==> config.mk <==
export PLATFORM = sky130hd
export DESIGN_NAME = cic_interp
export DESIGN_NICKNAME = d
export VERILOG_FILES = /design/src/rtl/cic_interp_pkg.sv /design/src/rtl/cic_comb_chain.sv /design/src/rtl/cic_integ_chain.sv /design/src/rtl/cic_interp_seq.sv /design/src/rtl/cic_interp.sv
export SDC_FILE = /design/constraint.sdc
export NUM_CORES = 1
export LEC_CHECK = 0
export ABC_AREA = 1
export BUFFER_PORTS_ARGS = -buffer_cell sky130_fd_sc_hd__buf_2
export CORE_ASPECT_RATIO = 0.6
export CORE_MARGIN = 1.5
export CORE_UTILIZATION = 51
export DETAILED_ROUTE_END_ITERATION = 10
export PLACE_DENSITY = 0.67
export SLEW_MARGIN = 20
export SYNTH_ARGS = -nofsm -noshare
export SYNTH_HDL_FRONTEND = slang
export SYNTH_SLANG_ARGS = --single-unit
==> constraint.sdc <==
create_clock -name clk -period 11 [get_ports clk]
set_input_delay 2.2 -clock clk [delete_from_list [all_inputs] [get_ports clk]]
set_output_delay 2.2 -clock clk [all_outputs]
set_load 0.05 [all_outputs]
==> src/rtl/cic_interp_pkg.sv <==
// Package cic_interp_pkg
// Width rules shared by the comb chain, the integrator chain and the top.
// Assumes RATE >= 2 and DIFF_DLY of 1 or 2.
package cic_interp_pkg;

    // Width of comb stage k (1-based): one bit of growth per difference.
    function automatic int comb_width(int in_w, int k);
        return in_w + k;
    endfunction

    // Width of integrator stage j (1-based), from that stage's gain bound.
    function automatic int integ_width(int in_w, int n, int r, int m, int j);
        return in_w + (n - j) + j * $clog2(r * m) - $clog2(r);
    endfunction

    // Widest value carried between any two stages.
    function automatic int link_width(int in_w, int n, int r, int m);
        int w;
        w = comb_width(in_w, n);
        for (int j = 1; j <= n; j++) begin
            if (integ_width(in_w, n, r, m, j) > w) w = integ_width(in_w, n, r, m, j);
        end
        return w;
    endfunction

endpackage

==> src/rtl/cic_comb_chain.sv <==
// Module cic_comb_chain
// N_STG difference stages y = x - x[n-DIFF_DLY], each keeping DIFF_DLY past
// inputs per channel. The output is combinational from din. State moves only
// on step, for the channel given by ch.
module cic_comb_chain #(
    parameter int IN_W     = 8,
    parameter int N_STG    = 3,
    parameter int DIFF_DLY = 1,
    parameter int N_CH     = 4,
    parameter int CH_W     = 2,
    localparam int OUT_W   = IN_W + N_STG
) (
    input  logic                    clk,
    input  logic                    rst_n,
    input  logic                    step,
    input  logic [CH_W-1:0]         ch,
    input  logic signed [IN_W-1:0]  din,
    output logic signed [OUT_W-1:0] dout
);
    logic signed [OUT_W-1:0] lnk [0:N_STG];

    assign lnk[0] = OUT_W'(din);

    for (genvar k = 1; k <= N_STG; k++) begin : g_stage
        localparam int WI = cic_interp_pkg::comb_width(IN_W, k - 1);
        logic signed [WI-1:0] dl [N_CH][DIFF_DLY];
        logic signed [WI-1:0] x;
        logic signed [WI:0]   y;

        assign x = WI'(lnk[k-1]);
        assign y = (WI+1)'(x) - (WI+1)'(dl[ch][DIFF_DLY-1]);
        assign lnk[k] = OUT_W'(y);

        // Delay line: push the stage input for the active channel.
        always_ff @(posedge clk) begin
            if (!rst_n) begin
                for (int c = 0; c < N_CH; c++)
                    for (int d = 0; d < DIFF_DLY; d++)
                        dl[c][d] <= '0;
            end else if (step) begin
                dl[ch][0] <= x;
                for (int d = 1; d < DIFF_DLY; d++)
                    dl[ch][d] <= dl[ch][d-1];
            end
        end
    end

    assign dout = lnk[N_STG];
endmodule

==> src/rtl/cic_integ_chain.sv <==
// Module cic_integ_chain
// N_STG running-sum stages at the high rate. Each stage has its own pruned
// width and one accumulator per channel. When zero is set the chain input
// is forced to zero (zero insertion). The output is the updated last-stage sum.
module cic_integ_chain #(
    parameter int IN_W     = 8,
    parameter int N_STG    = 3,
    parameter int RATE     = 4,
    parameter int DIFF_DLY = 1,
    parameter int N_CH     = 4,
    parameter int CH_W     = 2,
    localparam int DIN_W   = IN_W + N_STG,
    localparam int OUT_W   = cic_interp_pkg::integ_width(IN_W, N_STG, RATE, DIFF_DLY, N_STG),
    localparam int LNK_W   = cic_interp_pkg::link_width(IN_W, N_STG, RATE, DIFF_DLY)
) (
    input  logic                    clk,
    input  logic                    rst_n,
    input  logic                    step,
    input  logic                    zero,
    input  logic [CH_W-1:0]         ch,
    input  logic signed [DIN_W-1:0] din,
    output logic signed [OUT_W-1:0] dout
);
    logic signed [LNK_W-1:0] lnk [0:N_STG];

    assign lnk[0] = zero ? '0 : LNK_W'(din);

    for (genvar j = 1; j <= N_STG; j++) begin : g_stage
        localparam int W = cic_interp_pkg::integ_width(IN_W, N_STG, RATE, DIFF_DLY, j);
        logic signed [W-1:0] acc [N_CH];
        logic signed [W-1:0] s;

        assign s = acc[ch] + W'(lnk[j-1]);
        assign lnk[j] = LNK_W'(s);

        // Accumulator: keep the new sum of the active channel.
        always_ff @(posedge clk) begin
            if (!rst_n) begin
                for (int c = 0; c < N_CH; c++) acc[c] <= '0;
            end else if (step) begin
                acc[ch] <= s;
            end
        end
    end

    assign dout = OUT_W'(lnk[N_STG]);
endmodule

==> src/rtl/cic_interp_seq.sv <==
// Module cic_interp_seq
// Channel and phase sequencing. Phase 0 takes input beats. Phases 1 to
// RATE-1 emit zero-insertion beats on their own. A beat fires only when
// out_ready is high. in_sop forces channel 0; in_eop or the last channel
// closes the packet.
module cic_interp_seq #(
    parameter int N_CH = 4,
    parameter int RATE = 4,
    parameter int CH_W = 2,
    parameter int PH_W = 2
) (
    input  logic            clk,
    input  logic            rst_n,
    input  logic            in_valid,
    input  logic            in_sop,
    input  logic            in_eop,
    input  logic            out_ready,
    output logic            in_ready,
    output logic            fire,
    output logic            zero_ins,
    output logic [CH_W-1:0] cur_ch,
    output logic            first_ch,
    output logic            last_ch
);
    logic [CH_W-1:0] ch_q;
    logic [PH_W-1:0] ph_q;

    // Beat decode: which channel this beat is and whether it may fire.
    always_comb begin
        zero_ins = (ph_q != '0);
        in_ready = out_ready && !zero_ins;
        fire     = out_ready && (zero_ins || in_valid);
        cur_ch   = (!zero_ins && in_sop) ? '0 : ch_q;
        first_ch = (cur_ch == '0);
        last_ch  = (cur_ch == CH_W'(N_CH - 1)) || (!zero_ins && in_eop);
    end

    // Counters: advance the channel per beat and the phase per packet.
    always_ff @(posedge clk) begin
        if (!rst_n) begin
            ch_q <= '0;
            ph_q <= '0;
        end else if (fire) begin
            ch_q <= last_ch ? '0 : cur_ch + 1'b1;
            if (last_ch) ph_q <= (ph_q == PH_W'(RATE - 1)) ? '0 : ph_q + 1'b1;
        end
    end
endmodule

==> src/rtl/cic_interp.sv <==
// Module cic_interp (top)
// Multichannel CIC interpolator: comb chain at the input rate, zero insertion
// by RATE, integrator chain at the high rate, and one output register.
// Assumes RATE >= 2, DIFF_DLY in {1,2}, and a reset before the first input.
module cic_interp #(
    parameter int IN_W     = 8,
    parameter int N_STG    = 3,
    parameter int RATE     = 4,
    parameter int DIFF_DLY = 1,
    parameter int N_CH     = 4,
    localparam int OUT_W   = IN_W + N_STG * $clog2(RATE * DIFF_DLY) - $clog2(RATE),
    localparam int CH_W    = (N_CH > 1) ? $clog2(N_CH) : 1,
    localparam int PH_W    = $clog2(RATE),
    localparam int COMB_W  = IN_W + N_STG
) (
    input  logic                    clk,
    input  logic                    rst_n,
    input  logic                    in_valid,
    output logic                    in_ready,
    input  logic signed [IN_W-1:0]  in_data,
    input  logic                    in_sop,
    input  logic                    in_eop,
    output logic                    out_valid,
    input  logic                    out_ready,
    output logic signed [OUT_W-1:0] out_data,
    output logic [CH_W-1:0]         out_channel,
    output logic                    out_sop,
    output logic                    out_eop
);
    logic                     fire, zero_ins, first_ch, last_ch;
    logic [CH_W-1:0]          cur_ch;
    logic signed [COMB_W-1:0] comb_out;
    logic signed [OUT_W-1:0]  integ_out;

    cic_interp_seq #(
        .N_CH(N_CH), .RATE(RATE), .CH_W(CH_W), .PH_W(PH_W)
    ) seq_i (
        .clk(clk), .rst_n(rst_n), .in_valid(in_valid), .in_sop(in_sop),
        .in_eop(in_eop), .out_ready(out_ready), .in_ready(in_ready),
        .fire(fire), .zero_ins(zero_ins), .cur_ch(cur_ch),
        .first_ch(first_ch), .last_ch(last_ch)
    );

    cic_comb_chain #(
        .IN_W(IN_W), .N_STG(N_STG), .DIFF_DLY(DIFF_DLY), .N_CH(N_CH), .CH_W(CH_W)
    ) comb_i (
        .clk(clk), .rst_n(rst_n), .step(fire && !zero_ins), .ch(cur_ch),
        .din(in_data), .dout(comb_out)
    );

    cic_integ_chain #(
        .IN_W(IN_W), .N_STG(N_STG), .RATE(RATE), .DIFF_DLY(DIFF_DLY),
        .N_CH(N_CH), .CH_W(CH_W)
    ) integ_i (
        .clk(clk), .rst_n(rst_n), .step(fire), .zero(zero_ins), .ch(cur_ch),
        .din(comb_out), .dout(integ_out)
    );

    // Output register: load on a fired beat, drop valid once taken.
    always_ff @(posedge clk) begin
        if (!rst_n) begin
            out_valid   <= 1'b0;
            out_data    <= '0;
            out_channel <= '0;
            out_sop     <= 1'b0;
            out_eop     <= 1'b0;
        end else if (fire) begin
            out_valid   <= 1'b1;
            out_data    <= integ_out;
            out_channel <= cur_ch;
            out_sop     <= first_ch;
            out_eop     <= last_ch;
        end else if (out_ready) begin
            out_valid   <= 1'b0;
        end
    end
endmodule

==> impl_metrics.yaml <==
setup_path:
  r2r-start: "seq_i.ph_q[0]$_SDFFE_PN0P_"
  path_delay_family: "adder cells"
  cp.required_ns: 11.27
  end_kind: "register"
  critical-path-max-stage-delay_ns: 0.45
  regToRegSetupSlack_ns: 2.40
  crit_cells: 42
  reg2reg_depth: 44
  path_max_fanout: 30
  cpMostUsedCell: "inv_1"
  critical_path_class: "in2reg"
  startpoint_type: "input pin"
  critPathCapture: "integ_i.g_stage[3].acc[1][11]$_SDFFCE_PN0P_"
  crit_buf_inv: 9
  worstPathArrival_ns: 9.85
  critPathLaunch: "in_sop"
  r2r-end: "integ_i.g_stage[3].acc[1][11]$_SDFFCE_PN0P_"
  cp_slowest_cell: "fa_1"
global_route:
  grtUsageTotal_pct: 24.7
  antenna_found_initial: 0
  grt_start_max_net_pins: 61
  grt_pass1_wl_um: 51500
  first_global_vias: 9148
  overflow: 0
synthesis:
  syn_area_um2: 13400
  synth-edff-count: 240
  yosysTopAreaCellShare_pct: 53.9
  ys_seq_area_share_pct: 57.0
  synth_seq_cells: 261
  yosys_warnings: 0
  yosysTopAreaCell: "edfxtp_1"
  synthArstFlopShare_pct: 0
  syn-num-nets: 1477
  synth_cell_types: 41
  synthTopCellsByArea: "edfxtp_1 54%, nor2_1 7.9%, nand2_1 6.8%, ha_1 5.2%, inv_1 4.4%"
  synth_most_common_cell: "nor2_1"
  synth_commonest_cells: "281 x nor2_1, 242 x nand2_1, 240 x edfxtp_1"
  syn_avg_cell_area_um2: 9.55
  synth_ff_type: "edfxtp_1"
  syn_inst: 1401
timing:
  max_freq_mhz: 104
  report.final.slew_viol_count: 0
  final.period_utilization_pct: 87.1
  worst-slew-pin-transition_ns: 0.893
  fin_ws_ns: 1.42
  min_period_ns: 9.58
  timing.setup.tns_ns: 0
  slew_headroom_pct: 40.5
  skew_ns: 0.0143
  setup_viol_count_final: 0
  hold_viol_final: 0
  rsz0062_at_grt: "no"
flow_run:
  max_cap_violations: 0
cts:
  cts_resized: 0
  insertion_delay_ns: 0.54
  cts_buffer_depth: 3
  cts_root_buffer: "clkbuf_16"
  cts.sinks: 261
  numCtsBuffers: 25
  clk_pin_slew_ns: 0.07
  postCtsSetupRepairBufs: 0
  tritoncts: "built"
  ctsHoldBuffers: 0
  h-tree-depth: 1
min_path:
  min_path_cells: 2
  hold_path_class: "reg2reg"
detailed_routing:
  drt_iter0_drc: 1053
  finalWirelength_um: 32800
  drc: 0
  wl_per_cell_um: 18.3
  routed_via_density: 5.47
  num_vias: 9775
  first_pass_iters: 6
  ant_nets: 0
finish:
  diodes: 0
  areaGrowthSynthToFinish_pct: 10.2
  nNetsFinal: 1493
  nFillCells: 2228
  final_core_util_pct: 57.8
  drive_above_1_share_pct: 8.78
place:
  globalplace.congestion: 0.852
  place_ws_ns: 0.957
  hpwl_um: 19700
  port_buffers: 31
floorplan:
  die_y_um: 128
  boundaryPins: 32
  die_area_um2: 27300
  rows: 45
  die_w_um: 212
  start_util_pct: 52.5
  core-area_um2: 25500
run_status:
  run_status: "completed"
per-layer routing:
| layer | up-vias | wire length [um] | global-route usage, % |
|---|---|---|---|
| li1 | 4738 | - | - |
| met1 | 4675 | 16100 | 39.0 |
| met2 | 333 | 13500 | 35.8 |
| met3 | 29 | 2770 | 4.37 |
| met4 | 0 | 376 | 4.33 |
| met5 | - | 0 | 0 |
cell usage in the layout, fill, tap and decap left out, drive strengths merged, types with 21 or more instances in the layout:
master,count
a21oi,41
dfxtp,21
nand3,51
a22oi,33
xor2,28
clkbuf,33
inv,165
nand2,250
o21ai,55
o22ai,46
buf,54
ha,56
edfxtp,240
nor2,281
stage by stage:
stage                     cell area, um2  hold slack (ns)  std cells
final                              14700            0.450       1787
after global routing               14700            0.471       1787
after CTS                          14700            0.453       1787
after detailed placement           13900            0.439       1742
after global placement             13900            0.434       1742
after floorplan                    13400            0.451       1401
registers in the layout, indices dropped and copies added, names as in the netlist:
signal               count
out_valid                1
out_eop                  1
out_channel              2
seq_i.ph_q               2
integ_i.g_stage.acc    132
comb_i.g_stage.dl      108
out_data                12
seq_i.ch_q               2
out_sop                  1
worst min path at each step:
stage / start / endpoint / slack [ns]
global placement: out_data[7]$_SDFFE_PN0P_ / out_data[7]$_SDFFE_PN0P_ / 0.43
global route: out_data[11]$_SDFFE_PN0P_ / out_data[11]$_SDFFE_PN0P_ / 0.47
detailed placement: out_data[7]$_SDFFE_PN0P_ / out_data[7]$_SDFFE_PN0P_ / 0.44
floorplan: seq_i.ph_q[1]$_SDFFE_PN0P_ / seq_i.ph_q[1]$_SDFFE_PN0P_ / 0.45
CTS: out_data[7]$_SDFFE_PN0P_ / out_data[7]$_SDFFE_PN0P_ / 0.45
finish: out_data[4]$_SDFFE_PN0P_ / out_data[4]$_SDFFE_PN0P_ / 0.45
worst min-delay path: cells and delay by family, from the launching register on:
family           cells  cell delay (ns)
flip-flops           1             0.31
AND/OR/NAND/NOR      2             0.10
logic make-up (layout without fill, tap and decap cells):
kind of cell / count (synthesis) / in the layout / synth area share (%)
AND/OR/NAND/NOR: 598 / 598 / 18.0
flip-flops: 261 / 261 / 57.0
buffers and inverters: 231 / 265 / 6.63
AO/OA/AOI/OAI: 215 / 215 / 9.98
adder cells (fa/ha/maj): 62 / 62 / 6.13
XOR/XNOR: 34 / 34 / 2.23
layout make-up:
type	count	area (um2)	share of cell area, %
sequential	261	7630	51.7
multi-input combinational	909	4880	33.1
clock buffer	33	666	4.51
inverter	166	623	4.23
tap	352	440	2.99
timing repair buffer	54	328	2.22
clock inverter	12	175	1.19
Power is not shown: default switching activity piles up to over one toggle a cycle in this logic, so the estimate is an artifact.
